## src/rtl/smp_pkg.sv

```systemverilog
package smp_pkg;
  localparam int OVS     = 16;
  localparam int SUB_W   = $clog2(OVS);
  localparam int DMAX    = 9;
  localparam int FRM_MAX = DMAX + 3;
  localparam int IDX_W   = $clog2(FRM_MAX + 1);

  typedef struct packed {
    logic             par_en;
    logic             par_odd;
    logic             mp_en;
    logic [IDX_W-1:0] dbits;
    logic             has_ext;
  } fmt_t;

  function automatic fmt_t make_fmt(input logic par_en, input logic odd,
                                    input logic mp, input logic [1:0] len);
    fmt_t f;
    logic [1:0] l;
    l         = (len == 2'd3) ? 2'd2 : len;
    f.par_en  = par_en & ~mp;
    f.par_odd = odd;
    f.mp_en   = mp;
    f.dbits   = (f.par_en ? IDX_W'(6) : IDX_W'(7)) + IDX_W'(l);
    f.has_ext = f.par_en | mp;
    return f;
  endfunction

  function automatic logic [DMAX-1:0] dmask(input logic [IDX_W-1:0] n);
    logic [DMAX-1:0] m;
    for (int i = 0; i < DMAX; i++) m[i] = (IDX_W'(i) < n);
    return m;
  endfunction
endpackage

```

## src/rtl/smp_baud.sv

```systemverilog
module smp_baud #(
  parameter int CNT_W = 16
) (
  input  logic             clk,
  input  logic             rst_n,
  input  logic [CNT_W-1:0] reload,
  input  logic             use_ext,
  input  logic             ext_clk,
  output logic             tick
);
  logic [CNT_W-1:0] cnt_q, cnt_d;
  logic [2:0]       ext_q, ext_d;
  logic             tick_d, rise;

  always_comb begin
    ext_d  = {ext_q[1:0], ext_clk};
    rise   = ext_q[1] & ~ext_q[2];
    cnt_d  = (cnt_q == '0) ? reload : cnt_q - 1'b1;
    tick_d = use_ext ? rise : (cnt_q == '0);
  end

  always_ff @(posedge clk or negedge rst_n) begin
    if (!rst_n) begin
      cnt_q <= '0;
      ext_q <= '0;
      tick  <= 1'b0;
    end else begin
      cnt_q <= cnt_d;
      ext_q <= ext_d;
      tick  <= tick_d;
    end
  end

  // internal ticks never back to back when the reload value is nonzero
  a_r2_tick_spacing: assert property (@(posedge clk) disable iff (!rst_n)
    ($past(tick) && !$past(use_ext) && !$past(use_ext, 2) && $past(reload, 2) != '0) |-> !tick);
  // edge-derived ticks never back to back
  a_r3_ext_spacing: assert property (@(posedge clk) disable iff (!rst_n)
    ($past(tick) && $past(use_ext) && $past(use_ext, 2)) |-> !tick);
endmodule

```

## src/rtl/smp_tx.sv

```systemverilog
module smp_tx
  import smp_pkg::*;
(
  input  logic            clk,
  input  logic            rst_n,
  input  logic            tick,
  input  fmt_t            fmt,
  input  logic            we,
  input  logic [DMAX-1:0] wdata,
  input  logic            adr,
  output logic            empty,
  output logic            busy,
  output logic            txd
);
  localparam logic [SUB_W-1:0] SUB_LAST = SUB_W'(OVS - 1);

  logic [DMAX-1:0]    hold_q, hold_d, md;
  logic               hadr_q, hadr_d, hfull_q, hfull_d;
  logic [FRM_MAX-1:0] sh_q, sh_d, fr;
  logic               busy_q, busy_d, load, par, xbit;
  logic [SUB_W-1:0]   sub_q, sub_d;
  logic [IDX_W-1:0]   left_q, left_d, nbits;

  always_comb begin
    md   = hold_q & dmask(fmt.dbits);
    par  = (^md) ^ fmt.par_odd;
    xbit = (fmt.mp_en & hadr_q) | (fmt.par_en & par);
    fr    = '1;
    fr[0] = 1'b0;
    for (int i = 0; i < DMAX; i++)
      if (IDX_W'(i) < fmt.dbits) fr[i+1] = md[i];
    if (fmt.has_ext) fr[fmt.dbits + IDX_W'(1)] = xbit;
    nbits = fmt.dbits + IDX_W'(2) + IDX_W'(fmt.has_ext);
  end

  always_comb begin
    load    = !busy_q && hfull_q;
    hold_d  = hold_q;
    hadr_d  = hadr_q;
    hfull_d = hfull_q;
    sh_d    = sh_q;
    busy_d  = busy_q;
    sub_d   = sub_q;
    left_d  = left_q;
    if (we && !hfull_q) begin
      hold_d  = wdata;
      hadr_d  = adr;
      hfull_d = 1'b1;
    end
    if (load) begin
      hfull_d = 1'b0;
      sh_d    = fr;
      busy_d  = 1'b1;
      sub_d   = '0;
      left_d  = nbits;
    end else if (busy_q && tick) begin
      sub_d = sub_q + 1'b1;
      if (sub_q == SUB_LAST) begin
        sh_d   = {1'b1, sh_q[FRM_MAX-1:1]};
        left_d = left_q - 1'b1;
        if (left_q == IDX_W'(1)) busy_d = 1'b0;
      end
    end
  end

  always_ff @(posedge clk or negedge rst_n) begin
    if (!rst_n) begin
      hold_q  <= '0;
      hadr_q  <= 1'b0;
      hfull_q <= 1'b0;
      sh_q    <= '1;
      busy_q  <= 1'b0;
      sub_q   <= '0;
      left_q  <= '0;
    end else begin
      hold_q  <= hold_d;
      hadr_q  <= hadr_d;
      hfull_q <= hfull_d;
      sh_q    <= sh_d;
      busy_q  <= busy_d;
      sub_q   <= sub_d;
      left_q  <= left_d;
    end
  end

  assign empty = !hfull_q;
  assign busy  = busy_q;
  assign txd   = sh_q[0];

  // idle line rests at mark
  a_r1_idle_mark: assert property (@(posedge clk) disable iff (!rst_n)
    !busy_q |-> txd);
  // a write into a full holding register changes nothing
  a_r7_write_ignored: assert property (@(posedge clk) disable iff (!rst_n)
    (we && hfull_q && busy_q) |=> $stable(hold_q) && $stable(hadr_q));
  // a load frees the holding register and starts the shifter
  a_r7_load_frees: assert property (@(posedge clk) disable iff (!rst_n)
    load |=> (busy_q && !hfull_q));
endmodule

```

## src/rtl/smp_rx.sv

```systemverilog
module smp_rx
  import smp_pkg::*;
(
  input  logic            clk,
  input  logic            rst_n,
  input  logic            tick,
  input  fmt_t            fmt,
  input  logic            rxd,
  input  logic            re,
  input  logic            err_clr,
  output logic [DMAX-1:0] rdata,
  output logic            radr,
  output logic            full,
  output logic            perr,
  output logic            ferr,
  output logic            ovr
);
  localparam logic [SUB_W-1:0] MID  = SUB_W'(OVS / 2 - 1);
  localparam logic [SUB_W-1:0] LAST = SUB_W'(OVS - 1);

  typedef enum logic [1:0] {RX_IDLE, RX_START, RX_DATA} rx_st_t;

  rx_st_t           state_q, state_d;
  logic [1:0]       sync_q, h_q, h_d;
  logic             rx_s, vote, done, stop_ok, xb, perr_now;
  logic [SUB_W-1:0] cnt_q, cnt_d;
  logic [IDX_W-1:0] bidx_q, bidx_d, last_idx;
  logic [DMAX:0]    sh_q, sh_d;
  logic [DMAX-1:0]  md, data_q, data_d;
  logic             adr_q, adr_d, full_q, full_d;
  logic             perr_q, perr_d, ferr_q, ferr_d, ovr_q, ovr_d;

  assign rx_s     = sync_q[1];
  assign vote     = (h_q[1] & h_q[0]) | (h_q[1] & rx_s) | (h_q[0] & rx_s);
  assign last_idx = fmt.dbits + IDX_W'(fmt.has_ext);

  always_comb begin
    state_d = state_q;
    cnt_d   = cnt_q;
    bidx_d  = bidx_q;
    sh_d    = sh_q;
    h_d     = h_q;
    done    = 1'b0;
    stop_ok = 1'b0;
    if (tick) begin
      h_d = {h_q[0], rx_s};
      case (state_q)
        RX_IDLE: if (h_q[0] && !rx_s) begin
          state_d = RX_START;
          cnt_d   = '0;
        end
        RX_START: begin
          cnt_d = cnt_q + 1'b1;
          if (cnt_q == MID) begin
            if (!vote) begin
              state_d = RX_DATA;
              cnt_d   = '0;
              bidx_d  = '0;
            end else begin
              state_d = RX_IDLE;
            end
          end
        end
        RX_DATA: begin
          cnt_d = cnt_q + 1'b1;
          if (cnt_q == LAST) begin
            if (bidx_q == last_idx) begin
              done    = 1'b1;
              stop_ok = vote;
              state_d = RX_IDLE;
            end else begin
              sh_d[bidx_q] = vote;
              bidx_d       = bidx_q + 1'b1;
            end
          end
        end
        default: state_d = RX_IDLE;
      endcase
    end
  end

  always_comb begin
    md       = sh_q[DMAX-1:0] & dmask(fmt.dbits);
    xb       = sh_q[fmt.dbits];
    perr_now = fmt.par_en & (xb ^ (^md) ^ fmt.par_odd);
    data_d   = data_q;
    adr_d    = adr_q;
    full_d   = full_q;
    perr_d   = perr_q;
    ferr_d   = ferr_q;
    ovr_d    = ovr_q;
    if (err_clr) begin
      perr_d = 1'b0;
      ferr_d = 1'b0;
      ovr_d  = 1'b0;
    end
    if (re) full_d = 1'b0;
    if (done) begin
      if (!full_q || re) begin
        data_d = md;
        adr_d  = fmt.mp_en & xb;
        full_d = 1'b1;
        perr_d = perr_d | perr_now;
        ferr_d = ferr_d | !stop_ok;
      end else begin
        ovr_d = 1'b1;
      end
    end
  end

  always_ff @(posedge clk or negedge rst_n) begin
    if (!rst_n) begin
      sync_q  <= 2'b11;
      h_q     <= 2'b11;
      state_q <= RX_IDLE;
      cnt_q   <= '0;
      bidx_q  <= '0;
      sh_q    <= '0;
      data_q  <= '0;
      adr_q   <= 1'b0;
      full_q  <= 1'b0;
      perr_q  <= 1'b0;
      ferr_q  <= 1'b0;
      ovr_q   <= 1'b0;
    end else begin
      sync_q  <= {sync_q[0], rxd};
      h_q     <= h_d;
      state_q <= state_d;
      cnt_q   <= cnt_d;
      bidx_q  <= bidx_d;
      sh_q    <= sh_d;
      data_q  <= data_d;
      adr_q   <= adr_d;
      full_q  <= full_d;
      perr_q  <= perr_d;
      ferr_q  <= ferr_d;
      ovr_q   <= ovr_d;
    end
  end

  assign rdata = data_q;
  assign radr  = adr_q;
  assign full  = full_q;
  assign perr  = perr_q;
  assign ferr  = ferr_q;
  assign ovr   = ovr_q;

  // a read with no frame finishing frees the buffer
  a_r9_read_frees: assert property (@(posedge clk) disable iff (!rst_n)
    (re && !done) |=> !full_q);
  // overrun only over a full, unread buffer
  a_r12_ovr_needs_full: assert property (@(posedge clk) disable iff (!rst_n)
    $rose(ovr_q) |-> ($past(full_q) && !$past(re)));
  // a framing error always comes with stored data
  a_r11_ferr_stored: assert property (@(posedge clk) disable iff (!rst_n)
    $rose(ferr_q) |-> full_q);
endmodule

```

## src/rtl/serial_mp_port.sv

```systemverilog
module serial_mp_port
  import smp_pkg::*;
#(
  parameter int CNT_W = 16
) (
  input  logic             clk,
  input  logic             rst_n,
  input  logic [CNT_W-1:0] cfg_reload,
  input  logic             cfg_ext_clk,
  input  logic             ext_clk,
  input  logic             cfg_par_en,
  input  logic             cfg_par_odd,
  input  logic [1:0]       cfg_len,
  input  logic             cfg_mp_en,
  input  logic             tx_we,
  input  logic [DMAX-1:0]  tx_wdata,
  input  logic             tx_adr,
  output logic             tx_empty,
  output logic             tx_busy,
  output logic             txd,
  input  logic             rxd,
  input  logic             rx_re,
  output logic [DMAX-1:0]  rx_rdata,
  output logic             rx_adr,
  output logic             rx_full,
  output logic             rx_perr,
  output logic             rx_ferr,
  output logic             rx_ovr,
  input  logic             err_clr
);
  logic [1:0] rst_q;
  logic       rst_int_n, tick;
  fmt_t       fmt;

  always_ff @(posedge clk or negedge rst_n) begin
    if (!rst_n) rst_q <= 2'b00;
    else        rst_q <= {rst_q[0], 1'b1};
  end
  assign rst_int_n = rst_q[1];

  assign fmt = make_fmt(cfg_par_en, cfg_par_odd, cfg_mp_en, cfg_len);

  smp_baud #(.CNT_W(CNT_W)) i_baud (
    .clk(clk), .rst_n(rst_int_n), .reload(cfg_reload),
    .use_ext(cfg_ext_clk), .ext_clk(ext_clk), .tick(tick)
  );

  smp_tx i_tx (
    .clk(clk), .rst_n(rst_int_n), .tick(tick), .fmt(fmt),
    .we(tx_we), .wdata(tx_wdata), .adr(tx_adr),
    .empty(tx_empty), .busy(tx_busy), .txd(txd)
  );

  smp_rx i_rx (
    .clk(clk), .rst_n(rst_int_n), .tick(tick), .fmt(fmt),
    .rxd(rxd), .re(rx_re), .err_clr(err_clr),
    .rdata(rx_rdata), .radr(rx_adr), .full(rx_full),
    .perr(rx_perr), .ferr(rx_ferr), .ovr(rx_ovr)
  );
endmodule

```

## config.mk

```make
export PLATFORM = sky130hd
export DESIGN_NAME = serial_mp_port
export DESIGN_NICKNAME = d
export VERILOG_FILES = /design/src/rtl/smp_pkg.sv /design/src/rtl/smp_baud.sv /design/src/rtl/smp_tx.sv /design/src/rtl/smp_rx.sv /design/src/rtl/serial_mp_port.sv
export SDC_FILE = /design/constraint.sdc
export NUM_CORES = 1
export LEC_CHECK = 0
export BUFFER_PORTS_ARGS = -buffer_cell sky130_fd_sc_hd__buf_2
export CAP_MARGIN = 5
export CORE_MARGIN = 2
export CORE_UTILIZATION = 39
export CTS_CLUSTER_DIAMETER = 150
export DETAILED_ROUTE_END_ITERATION = 12
export GPL_TIMING_DRIVEN = 1
export PLACE_DENSITY = 0.63
export SKIP_LAST_GASP = 1
export SYNTH_ARGS = -nofsm -noshare
export SYNTH_HDL_FRONTEND = slang
export SYNTH_SLANG_ARGS = --single-unit
```

## constraint.sdc

```tcl
create_clock -name clk -period 3.2 [get_ports clk]
set_input_delay 0.16 -clock clk [delete_from_list [all_inputs] [get_ports clk]]
set_output_delay 0.16 -clock clk [all_outputs]
set_load 0.01 [all_outputs]
```

==> results_dict.tcl <==
set metrics [dict create \
    cts_setup_buffers 0 \
    cap_violations 0 \
    grt_pass1_wl_um 19600 \
    core_um2 13200 \
    comb_power_share_pct 34.2 \
    via_per_inst 5.25 \
    finalSetupViolCount 0 \
    max_freq_ghz 0.366 \
    yosys_warnings 0 \
    min_path_cells 2 \
    first_pass_iters 4 \
    grt_pass1_vias 3974 \
    portBuffers 55 \
    leakagePower_nw 2.64 \
    cp.required_ns 3.44 \
    setup_tns_ns 0 \
    power_switching_w 0.00159 \
    met2_length_um 5590 \
    switching_share_pct 36.7 \
    grt_max_degree 47 \
    final_cell_mix "dfrtp_1, buf_2, nor2_1" \
    setup_ws_ns 0.467 \
    cts-root-buf "clkbuf_16" \
    cp_max_fo 12 \
    status "completed" \
    htreeDepth 3 \
    area_growth_pct 14.8 \
    hold_viol 0 \
    slew_viol_final 0 \
    endpoint_kind "register" \
    synth_seq_cells 92 \
    max-slew-margin-rel_pct 30.2 \
    die_w_um 121 \
    rr_worst_depth 5 \
    synth_cell_types 67 \
    grt-ovfl-total 0 \
    grt_antenna_before_repair 0 \
    timing.rr.start "i_tx.busy" \
    clock_sinks 92 \
    p_int_w 0.00275 \
    reg2reg_to "i_tx.sh_q[6]" \
    async_flop_share_pct 100 \
    numCtsBuffers 9 \
    postSynthCellCount 513 \
    ys.flop_type "dfrtp_1" \
    cts_tree "done" \
    pwr-share-seq_pct 40.5 \
    postRouteAntennaNets 0 \
    post_cts_resized 0 \
    cp_data_arrival_time_ns 2.97 \
    p_per_area_nw_per_um2 713 \
    min_to "i_rx.ovr" \
    finalClockSkew_ns 0.00496 \
    synth_area_um2 5310 \
    final_layout_size_suffix_gt1_share_pct 26.3 \
    dp_hpwl_um 8500 \
    syn-num-nets 573 \
    nets 629 \
    clock_path_buffers 2 \
    syn_avg_cell_area_um2 10.3 \
    finalWirelength_um 11500 \
    drtIter0Drc 132 \
    drc 0 \
    fp-row-count 42 \
    fin_crit_ns 2.73 \
    groute.usage.overall_pct 17.0 \
    io_pins 56 \
    hold_path.class "primary input to register" \
    die-height_um 121 \
    place.gp.congestion 0.864 \
    wl_per_cell_um 15.4 \
    min_from "err_clr" \
    cp-start-kind "primary input" \
    clkSlewWorstSetupHoldPaths_ns 0.06 \
    grt_setup_unrepaired "false" \
    vias 3935 \
    r2r_slack_ns 1.02 \
    initial_utilization_pct 40.1 \
    top_layer_used "met4" \
    instances_no_fill 750 \
    synth_edf_count 0 \
    ir_worst_vdd_mv 0.440 \
    p_clk_share_pct 25.3 \
    drt-met1-wl_um 5280 \
    die_area_um2 14600 \
    place_ws_ns 0.0892 \
    seq_area_frac_synth_pct 43.8 \
    dp.cells 730 \
    layout_commonest_cell "dfrtp_1" \
    insertedDiodeCount 0 \
    path_class "primary input to register" \
    tightestPinTransition_ns 1.05 \
    route.met3.wl_um 406 \
    finalCritPeriodShare_pct 85.4 \
    clk_latency_ns 0.35 \
]
-- final cells by class --
class | count | area [µm²]
clock inverters | 5 | 60.1
flip-flops and latches | 92 | 2330
well taps | 176 | 220
multi-input cells | 375 | 2770
inverters | 21 | 78.8
repair buffers | 70 | 398
clock buffers | 11 | 243
fillers | 1290 | 7150
-- power groups by stage --
stage | clock [W] | sequential (W) | combinational [W]
after global placement | 0 | 0.00176 | 0.00144
final | 0.00110 | 0.00176 | 0.00148
after detailed placement | 0 | 0.00178 | 0.00149
after CTS | 0.00114 | 0.00176 | 0.00149
after floorplan | 0 | 0.00169 | 0.00134
after global routing | 0.00119 | 0.00181 | 0.00163
-- worst max-delay path, cell delays in order --
cell	delay, ns
buf_2	0.14
nand2b_1	0.17
ha_1	0.24
inv_1	0.09
ha_1	0.24
inv_1	0.15
nand2_1	0.08
ha_1	0.22
nor2b_2	0.14
xnor3_1	0.35
xnor2_2	0.17
xnor2_2	0.67
a211oi_1	0.16
-- per-stage QoR --
step | utilization [%] | cell area [µm²] | total power (W) | hold slack, ns
floorplan | - | 5310 | 0.00303 | -0.136
global placement | 43.4 | 5750 | 0.00320 | -0.0514
detailed placement | 43.4 | 5750 | 0.00327 | -0.0507
CTS | 46.0 | 6090 | 0.00439 | 0.0199
global route | 46.0 | 6090 | 0.00463 | 0.0222
finish | 46.0 | 6090 | 0.00434 | 0.0288
-- cell families (layout without fill, tap and decap cells) --
family          Yosys count  count (layout)  share of synthesized area [%]
compound gates           98              98                           12.4
xor+xnor                 41              41                           8.13
fa+ha+maj                22              22                           5.30
buf+inv                  46             107                           4.13
flops                    92              92                           43.8
mux                      45              45                           9.69
other cells               1               1                         0.0707
simple gates            168             168                           16.5
-- per-layer routing --
metal	global-route usage [%]	up-vias
met4	5.74	0
met5	0	-
met3	4.58	22
met2	27.6	63
li1	-	1912
met1	21.8	1938
-- synthesized netlist by cell type, drive strengths merged, types with 15 or more instances --
library cell  count  area, µm²
dfrtp            76       1900
nor2             50        188
mux2             38        428
nand2            35        134
o21ai            32        160
a21oi            28        174
xnor2            28        275
inv              21       78.8
ha               20        250
nand3            20        105
dfstp            16        420
clkbuf           15       56.3
-- state kept, by name, summed over array words and instances, names as in the netlist, 2 cells and up --
register	count
rst_q	2
i_rx.rdata	9
i_tx.sub_q	4
i_tx.left_q	4
i_rx.sync_q	2
i_tx.hold_q	9
i_rx.state_q	2
i_rx.cnt_q	4
i_rx.bidx_q	4
i_tx.sh_q	12
i_baud.ext_q	3
i_baud.cnt_q	16
i_rx.h_q	2
i_rx.sh_q	10
-- how the worst max path moves through the flow --
| stage | start | end | slack (ns) | cells after the start |
|---|---|---|---|---|
| after global routing | cfg_mp_en | i_tx.sh_q[5] | 0.30 | 13 |
| final | cfg_mp_en | i_tx.sh_q[5] | 0.47 | 13 |
| after CTS | cfg_mp_en | i_tx.sh_q[0] | 0.47 | 13 |
| after global placement | cfg_mp_en | i_tx.sh_q[5] | 0.18 | 13 |
| after detailed placement | cfg_mp_en | i_tx.sh_q[0] | 0.09 | 13 |
| after floorplan | rst_q[1] | i_baud.cnt_q[0] | 0.48 | 0 |
-- timing repair --
action | CTS | global route
endpoints found under the hold margin | 5 | 0
setup endpoints to repair | 0 | 0
hold buffers | 4 | 0
(Power assumes the default switching activity.)
